<file path="src/rtl/dpb_pkg.sv">
package dpb_pkg;

    typedef enum logic [1:0] {
        ST_IDLE = 2'd0,
        ST_HIGH = 2'd1,
        ST_EMIT = 2'd2
    } agen_state_e;

    typedef enum logic {
        MODE_DPAGE   = 1'b0,
        MODE_BANKREL = 1'b1
    } agen_mode_e;

    localparam logic [1:0] LAT_FAST  = 2'd1;
    localparam logic [1:0] LAT_SPLIT = 2'd2;

endpackage

</file>
<file path="src/rtl/dpb_defreg.sv">
// Base register whose loads are parked while a request is in flight
// and committed when that request retires.
module dpb_defreg #(
    parameter int W = 8
) (
    input  logic         clk,
    input  logic         rst_n,
    input  logic         hold,
    input  logic         commit,
    input  logic         ld,
    input  logic [W-1:0] ld_val,
    output logic [W-1:0] q
);

    logic [W-1:0] park_val;
    logic         park_vld;

    always_ff @(posedge clk) begin
        if (!rst_n) begin
            q        <= '0;
            park_val <= '0;
            park_vld <= 1'b0;
        end else if (!hold) begin
            if (ld) begin
                q <= ld_val;
            end
        end else if (commit) begin
            // newest load wins over a parked one
            if (ld) begin
                q <= ld_val;
            end else if (park_vld) begin
                q <= park_val;
            end
            park_vld <= 1'b0;
        end else if (ld) begin
            park_val <= ld_val;
            park_vld <= 1'b1;
        end
    end

endmodule

</file>
<file path="src/rtl/dpb_fsm.sv">
module dpb_fsm
    import dpb_pkg::*;
(
    input  logic        clk,
    input  logic        rst_n,
    input  logic        req_valid,
    input  logic        fast,
    output agen_state_e state,
    output logic        req_ready,
    output logic        accept,
    output logic        hold,
    output logic        calc_hi,
    output logic        emit
);

    agen_state_e state_nx;

    // state register
    always_ff @(posedge clk) begin
        if (!rst_n) begin
            state <= ST_IDLE;
        end else begin
            state <= state_nx;
        end
    end

    // transitions
    always_comb begin
        state_nx = state;
        unique case (state)
            ST_IDLE: begin
                if (req_valid) begin
                    state_nx = fast ? ST_EMIT : ST_HIGH;   // accept-fast / accept-split
                end
            end
            ST_HIGH: state_nx = ST_EMIT;                   // carry-resolved
            ST_EMIT: state_nx = ST_IDLE;                   // retire
            default: state_nx = ST_IDLE;
        endcase
    end

    // outputs
    always_comb begin
        req_ready = 1'b0;
        calc_hi   = 1'b0;
        emit      = 1'b0;
        unique case (state)
            ST_IDLE: req_ready = 1'b1;
            ST_HIGH: calc_hi   = 1'b1;
            ST_EMIT: emit      = 1'b1;
            default: req_ready = 1'b0;
        endcase
        accept = req_ready && req_valid;
        hold   = (state != ST_IDLE) || accept;
    end

endmodule

</file>
<file path="src/rtl/dpb_datapath.sv">
module dpb_datapath
    import dpb_pkg::*;
#(
    parameter int BANK_W = 8,
    parameter int DP_W   = 16,
    parameter int OFF_W  = 8,
    localparam int ADDR_W = BANK_W + DP_W,
    localparam int HI_W   = DP_W - OFF_W
) (
    input  logic              clk,
    input  logic              rst_n,
    input  logic              accept,
    input  logic              calc_hi,
    input  logic              sc_mode,
    input  logic              req_mode,
    input  logic [DP_W-1:0]   req_off,
    input  logic [BANK_W-1:0] bank_q,
    input  logic [DP_W-1:0]   dp_q,
    output logic              fast,
    output logic [ADDR_W-1:0] addr_q,
    output logic [1:0]        lat_q,
    output logic              err_q
);

    logic [OFF_W:0]      lo_q;
    logic                sc_q;
    logic [OFF_W:0]      lo_sum;
    logic [HI_W:0]       hi_sum;
    logic [ADDR_W-1:0]   bank_addr;
    logic [ADDR_W-1:0]   page_fast_addr;
    logic [ADDR_W-1:0]   fast_addr;
    logic [ADDR_W-1:0]   split_addr;
    logic                is_bank;

    function automatic logic err_of(input logic sc,
                                    input logic [ADDR_W-1:0] a,
                                    input logic [BANK_W-1:0] b);
        return sc && ((a[ADDR_W-1:DP_W] != '0) || (b != '0));
    endfunction

    always_comb begin
        is_bank        = (agen_mode_e'(req_mode) == MODE_BANKREL);
        fast           = is_bank || (dp_q[OFF_W-1:0] == '0);
        lo_sum         = {1'b0, dp_q[OFF_W-1:0]} + {1'b0, req_off[OFF_W-1:0]};
        hi_sum         = {1'b0, dp_q[DP_W-1:OFF_W]} + {{HI_W{1'b0}}, lo_q[OFF_W]};
        bank_addr      = {bank_q, req_off};
        // zero low byte: the offset simply replaces it, no adder needed
        page_fast_addr = {{BANK_W{1'b0}}, dp_q[DP_W-1:OFF_W], req_off[OFF_W-1:0]};
        fast_addr      = is_bank ? bank_addr : page_fast_addr;
        split_addr     = {{(BANK_W-1){1'b0}}, hi_sum, lo_q[OFF_W-1:0]};
    end

    always_ff @(posedge clk) begin
        if (!rst_n) begin
            lo_q   <= '0;
            sc_q   <= 1'b0;
            addr_q <= '0;
            lat_q  <= '0;
            err_q  <= 1'b0;
        end else if (accept) begin
            sc_q  <= sc_mode;
            lo_q  <= lo_sum;
            lat_q <= fast ? LAT_FAST : LAT_SPLIT;
            if (fast) begin
                addr_q <= fast_addr;
                err_q  <= err_of(sc_mode, fast_addr, bank_q);
            end
        end else if (calc_hi) begin
            addr_q <= split_addr;
            err_q  <= err_of(sc_q, split_addr, bank_q);
        end
    end

endmodule

</file>
<file path="src/rtl/dpb_addr_gen.sv">
module dpb_addr_gen
    import dpb_pkg::*;
#(
    parameter int BANK_W = 8,
    parameter int DP_W   = 16,
    parameter int OFF_W  = 8,
    localparam int ADDR_W = BANK_W + DP_W
) (
    input  logic              clk,
    input  logic              rst_n,
    input  logic              sc_mode,
    input  logic              ld_bank,
    input  logic [BANK_W-1:0] ld_bank_val,
    input  logic              ld_dp,
    input  logic [DP_W-1:0]   ld_dp_val,
    input  logic              req_valid,
    output logic              req_ready,
    input  logic              req_mode,
    input  logic [DP_W-1:0]   req_off,
    output logic              done,
    output logic [ADDR_W-1:0] addr,
    output logic [1:0]        lat,
    output logic              sc_err
);

    agen_state_e       state;
    logic              accept;
    logic              hold;
    logic              calc_hi;
    logic              emit;
    logic              fast;
    logic [BANK_W-1:0] bank_q;
    logic [DP_W-1:0]   dp_q;
    logic              err_q;

    dpb_fsm u_fsm (
        .clk       (clk),
        .rst_n     (rst_n),
        .req_valid (req_valid),
        .fast      (fast),
        .state     (state),
        .req_ready (req_ready),
        .accept    (accept),
        .hold      (hold),
        .calc_hi   (calc_hi),
        .emit      (emit)
    );

    dpb_defreg #(.W(BANK_W)) u_bank (
        .clk    (clk),
        .rst_n  (rst_n),
        .hold   (hold),
        .commit (emit),
        .ld     (ld_bank),
        .ld_val (ld_bank_val),
        .q      (bank_q)
    );

    dpb_defreg #(.W(DP_W)) u_page (
        .clk    (clk),
        .rst_n  (rst_n),
        .hold   (hold),
        .commit (emit),
        .ld     (ld_dp),
        .ld_val (ld_dp_val),
        .q      (dp_q)
    );

    dpb_datapath #(.BANK_W(BANK_W), .DP_W(DP_W), .OFF_W(OFF_W)) u_dp (
        .clk      (clk),
        .rst_n    (rst_n),
        .accept   (accept),
        .calc_hi  (calc_hi),
        .sc_mode  (sc_mode),
        .req_mode (req_mode),
        .req_off  (req_off),
        .bank_q   (bank_q),
        .dp_q     (dp_q),
        .fast     (fast),
        .addr_q   (addr),
        .lat_q    (lat),
        .err_q    (err_q)
    );

    assign done   = emit;
    assign sc_err = emit && err_q;

endmodule

</file>
<file path="config.mk">
export PLATFORM = sky130hd
export DESIGN_NAME = dpb_addr_gen
export DESIGN_NICKNAME = d
export VERILOG_FILES = /design/src/rtl/dpb_pkg.sv /design/src/rtl/dpb_defreg.sv /design/src/rtl/dpb_fsm.sv /design/src/rtl/dpb_datapath.sv /design/src/rtl/dpb_addr_gen.sv
export SDC_FILE = /design/constraint.sdc
export NUM_CORES = 1
export LEC_CHECK = 0
export BUFFER_PORTS_ARGS = -buffer_cell sky130_fd_sc_hd__buf_2
export CAP_MARGIN = 20
export CELL_PAD_IN_SITES_DETAIL_PLACEMENT = 1
export CELL_PAD_IN_SITES_GLOBAL_PLACEMENT = 2
export CORE_MARGIN = 1
export CORE_UTILIZATION = 30
export CTS_CLUSTER_DIAMETER = 60
export DETAILED_ROUTE_END_ITERATION = 16
export GPL_TIMING_DRIVEN = 1
export PLACE_DENSITY_LB_ADDON = 0.3
export SYNTH_ARGS = -nofsm -noshare
export SYNTH_HDL_FRONTEND = slang
export SYNTH_SLANG_ARGS = --single-unit
</file>
<file path="constraint.sdc">
create_clock -name clk -period 1.83 [get_ports clk]
set_clock_uncertainty 0.1 [all_clocks]
set_input_delay 0.0915 -clock clk [delete_from_list [all_inputs] [get_ports clk]]
set_output_delay 0.0915 -clock clk [all_outputs]
set_load 0.02 [all_outputs]
</file>
==> out/summary.txt <==
Status - complete, but fails checks
Failing checks - setup timing
Synthesized area per cell - 8.87 um^2
Hold Crit Class - in -> reg
Slew @ Worst Pin - 0.389 ns
CTS clock-pin slew for the worst setup and hold paths - 0.06 ns
# setup viols final - 1
Drt pass-1 iters - 4
RSZ-0062 raised after global routing - true
Sequential fraction of the synthesis area - 42.4%
Starting Density - 31.2%
CTS Buf Count - 9
Post-synth cell types - 54
Max transition margin - 74.1%
XOR/XNOR Fraction of Synth Area - 0.417%
Synth Register Bits - 89
Inst Count DP - 737
CP startpoint - u_page.q[0]$_SDFFE_PN0P_
Maximum clock rate - 0.546 GHz
Post-synth top area cell - dfxtp_1
Top cells by count, synth - dfxtp_1 (89), nand2_1 (60), a21oi_1 (43)
Final std cells w/o fill - 779
GR Overflow Total - 0
GR Util met1 - 25.5%
Post-synth EDFFs - 0
Clock tree from TritonCTS - yes
CTS Buffer Depth - 2
ANT cells - 0
Final WS setup - -0.00292 ns
DRC - 0
Layout cells sized above 1 - 27.2%
Nets - 657
Clock sink total - 89
Core footprint - 0.0135 mm^2
CP max-delay cell - fa_2
Ys async rst share - 0%
Grt peak-use layer - met2
DP HPWL - 9500 um
Via count - 3933
Peak fanout along the critical path - 2
Largest net degree at the start of global routing - 35
Main synth FF type - dfxtp_1
Synthesized Nets - 532
Startpoint Class - flop
Area of the die - 0.0145 mm^2
Port Buffers - 75
Fin Hold WS - 0.0130 ns
Routing usage on met2 - 29.0%
Fin crit share - 100%
Minimum clock period - 1.83 ns
Met3 GRT Util - 3.54%
Crit Path Category - reg -> reg
Row count - 42
R2r startpoint - u_page.q[0]$_SDFFE_PN0P_
Static Leakage - 2.45 nW
Crit path cell chain - ha_2 -> fa_2 -> a21oi_4 -> o21bai_2 -> a2111oi_2 -> o32ai_1
Ys Warns - 0
First DRT Iteration DRCs - 176
H-tree depth - 3
I/O pin cnt - 76
Initial antenna violation count - 0
Crit path DAT - 1.94 ns
Post-Synth Simple-Gate Area - 18.1%
Per-cell routed wire length - 16.6 um
Proportion of synthesized area in mux cells - 11.4%
Gate Count Post-Synth - 474
Worst endpoint required time - 1.94 ns
Vias/cell - 5.05
Adder-cell share of the synthesized area - 3.45%
GP Congestion - 0.820
Worst VDD drop - 502 uV
Crit-path max cell delay - 0.37 ns
Number of global-route vias before repair - 3967
First-pass GRT wire length - 20800 um
Largest family of logic cells by synthesized area - compound AO/OA/AOI/OAI gates
Max_cap viols - 0
Die height - 120 um
Final Hold Vio Count - 0
Hold_sp - sc_mode
Antenna-violating nets left - 0
Root buf cell - clkbuf_16
Die W - 120 um
Count leader, synth - dfxtp_1
WL final - 12900 um
Final Max Tran Viols - 0
Largest cells by area after synthesis - dfxtp_1 (42%), mux2i_1 (9.8%), nand2_1 (5.4%)
Area growth, synth to finish - 36.4%
Power per Cell Area - 961 mW/mm^2
Worst-skew pair later-pin latency - 0.34 ns
Crit. End Element - flop
Post-Synthesis Cell Area - 0.00420 mm^2
Post-synthesis compound-gate area fraction - 20.5%
Post-synth top area share - 42.4%
Total Routing Usage GR - 18.5%
-- cells in the final DEF (no fill, tap or decap), types with 5 or more instances in the layout --
cell           instances
a211oi_1              28
mux2i_1               41
nand2_1               60
o211a_1                7
nand4_1                5
o22ai_1                5
and3_1                 5
ha_1                   7
buf_4                 35
nand3_1               17
clkbuf_16              9
buf_12                 5
a21oi_1               40
mux2_2                 6
buf_2                 75
o21ai_0               15
dlygate4sd3_1         27
nor2_1                42
dfxtp_1               86
inv_1                  5
-- critical path, delay by kind of cell, from the launching register on --
kind	cells	cell delay, ns
DFF	1	0.32
adders and majority gates	2	0.55
AOI/OAI and AO/OA	4	0.73
-- cell families (layout without fill, tap and decap cells) --
logic type,Yosys count,after routing
flip-flops,89,89
AO/OA/AOI/OAI,129,129
XOR/XNOR,2,2
buffers and inverters,35,164
adder cells (fa/ha/maj),11,11
multiplexers,47,47
AND/OR/NAND/NOR,161,161
-- layer usage --
metal	wire length, um	part of all wire [%]
met1	6610	51
met2	5730	44
met3	402	3.1
met4	176	1.4
met5	0	0
-- per-stage QoR --
step	setup TNS [ns]	cell area, um^2	utilization [%]	setup WS (ns)	total power [mW]
after floorplan	0	4210	-	0.00998	2.99
after CTS	-0.0609	5670	42.1	-0.0258	5.55
after global routing	-0.194	5730	42.6	-0.0984	5.81
final	-0.00292	5730	42.6	-0.00292	5.51
after detailed placement	-0.540	5040	37.5	-0.103	3.49
after global placement	-0.621	5040	37.5	-0.110	3.46
-- timing repair --
action | 4_1_cts | 5_1_grt
hold endpoints to repair | 29 | 0
hold buffers | 27 | 0
pin swaps | 5 | 6
gates resized for setup | 8 | 12
buffers inserted | 0 | 0
endpoints found under the setup margin | 16 | 28
-- area by class of cell --
class                      count  area, um^2
fill                        1609        7720
multi-input combinational    350        2370
sequential                    89        1790
timing repair buffer         143        1020
clock buffer                  10         229
tap                          176         220
clock inverter                 5        81.3
inverter                       6        22.5
-- sequential cells by signal, summed over array words and instances (netlist names) --
register	flops
u_fsm.state	2
u_dp.sc_q	1
u_page.q	16
u_dp.lo_q	9
u_page.park_val	16
u_bank.park_val	8
u_bank.park_vld	1
u_bank.q	8
u_dp.err_q	1
u_dp.lat_q	2
u_page.park_vld	1
u_dp.addr_q	24
-- final timing paths --
check                                    to  slack (ns)  cells after the start
hold reg to reg   u_dp.lo_q[1]$_SDFFE_PN0P_        0.35                      2
setup reg to reg  u_dp.lo_q[8]$_SDFFE_PN0P_      -0.003                      6
hold / removal       u_dp.sc_q$_SDFFE_PN0P_        0.01                      3
setup / recovery  u_dp.lo_q[8]$_SDFFE_PN0P_      -0.003                      6
-- power breakdown --
group,switching (mW),total (mW),internal [mW],leakage (nW)
clock network,0.762,1.95,1.19,0.149
logic,0.722,1.33,0.604,1.57
registers,0.123,2.23,2.11,0.732
(Power assumes the default switching activity.)
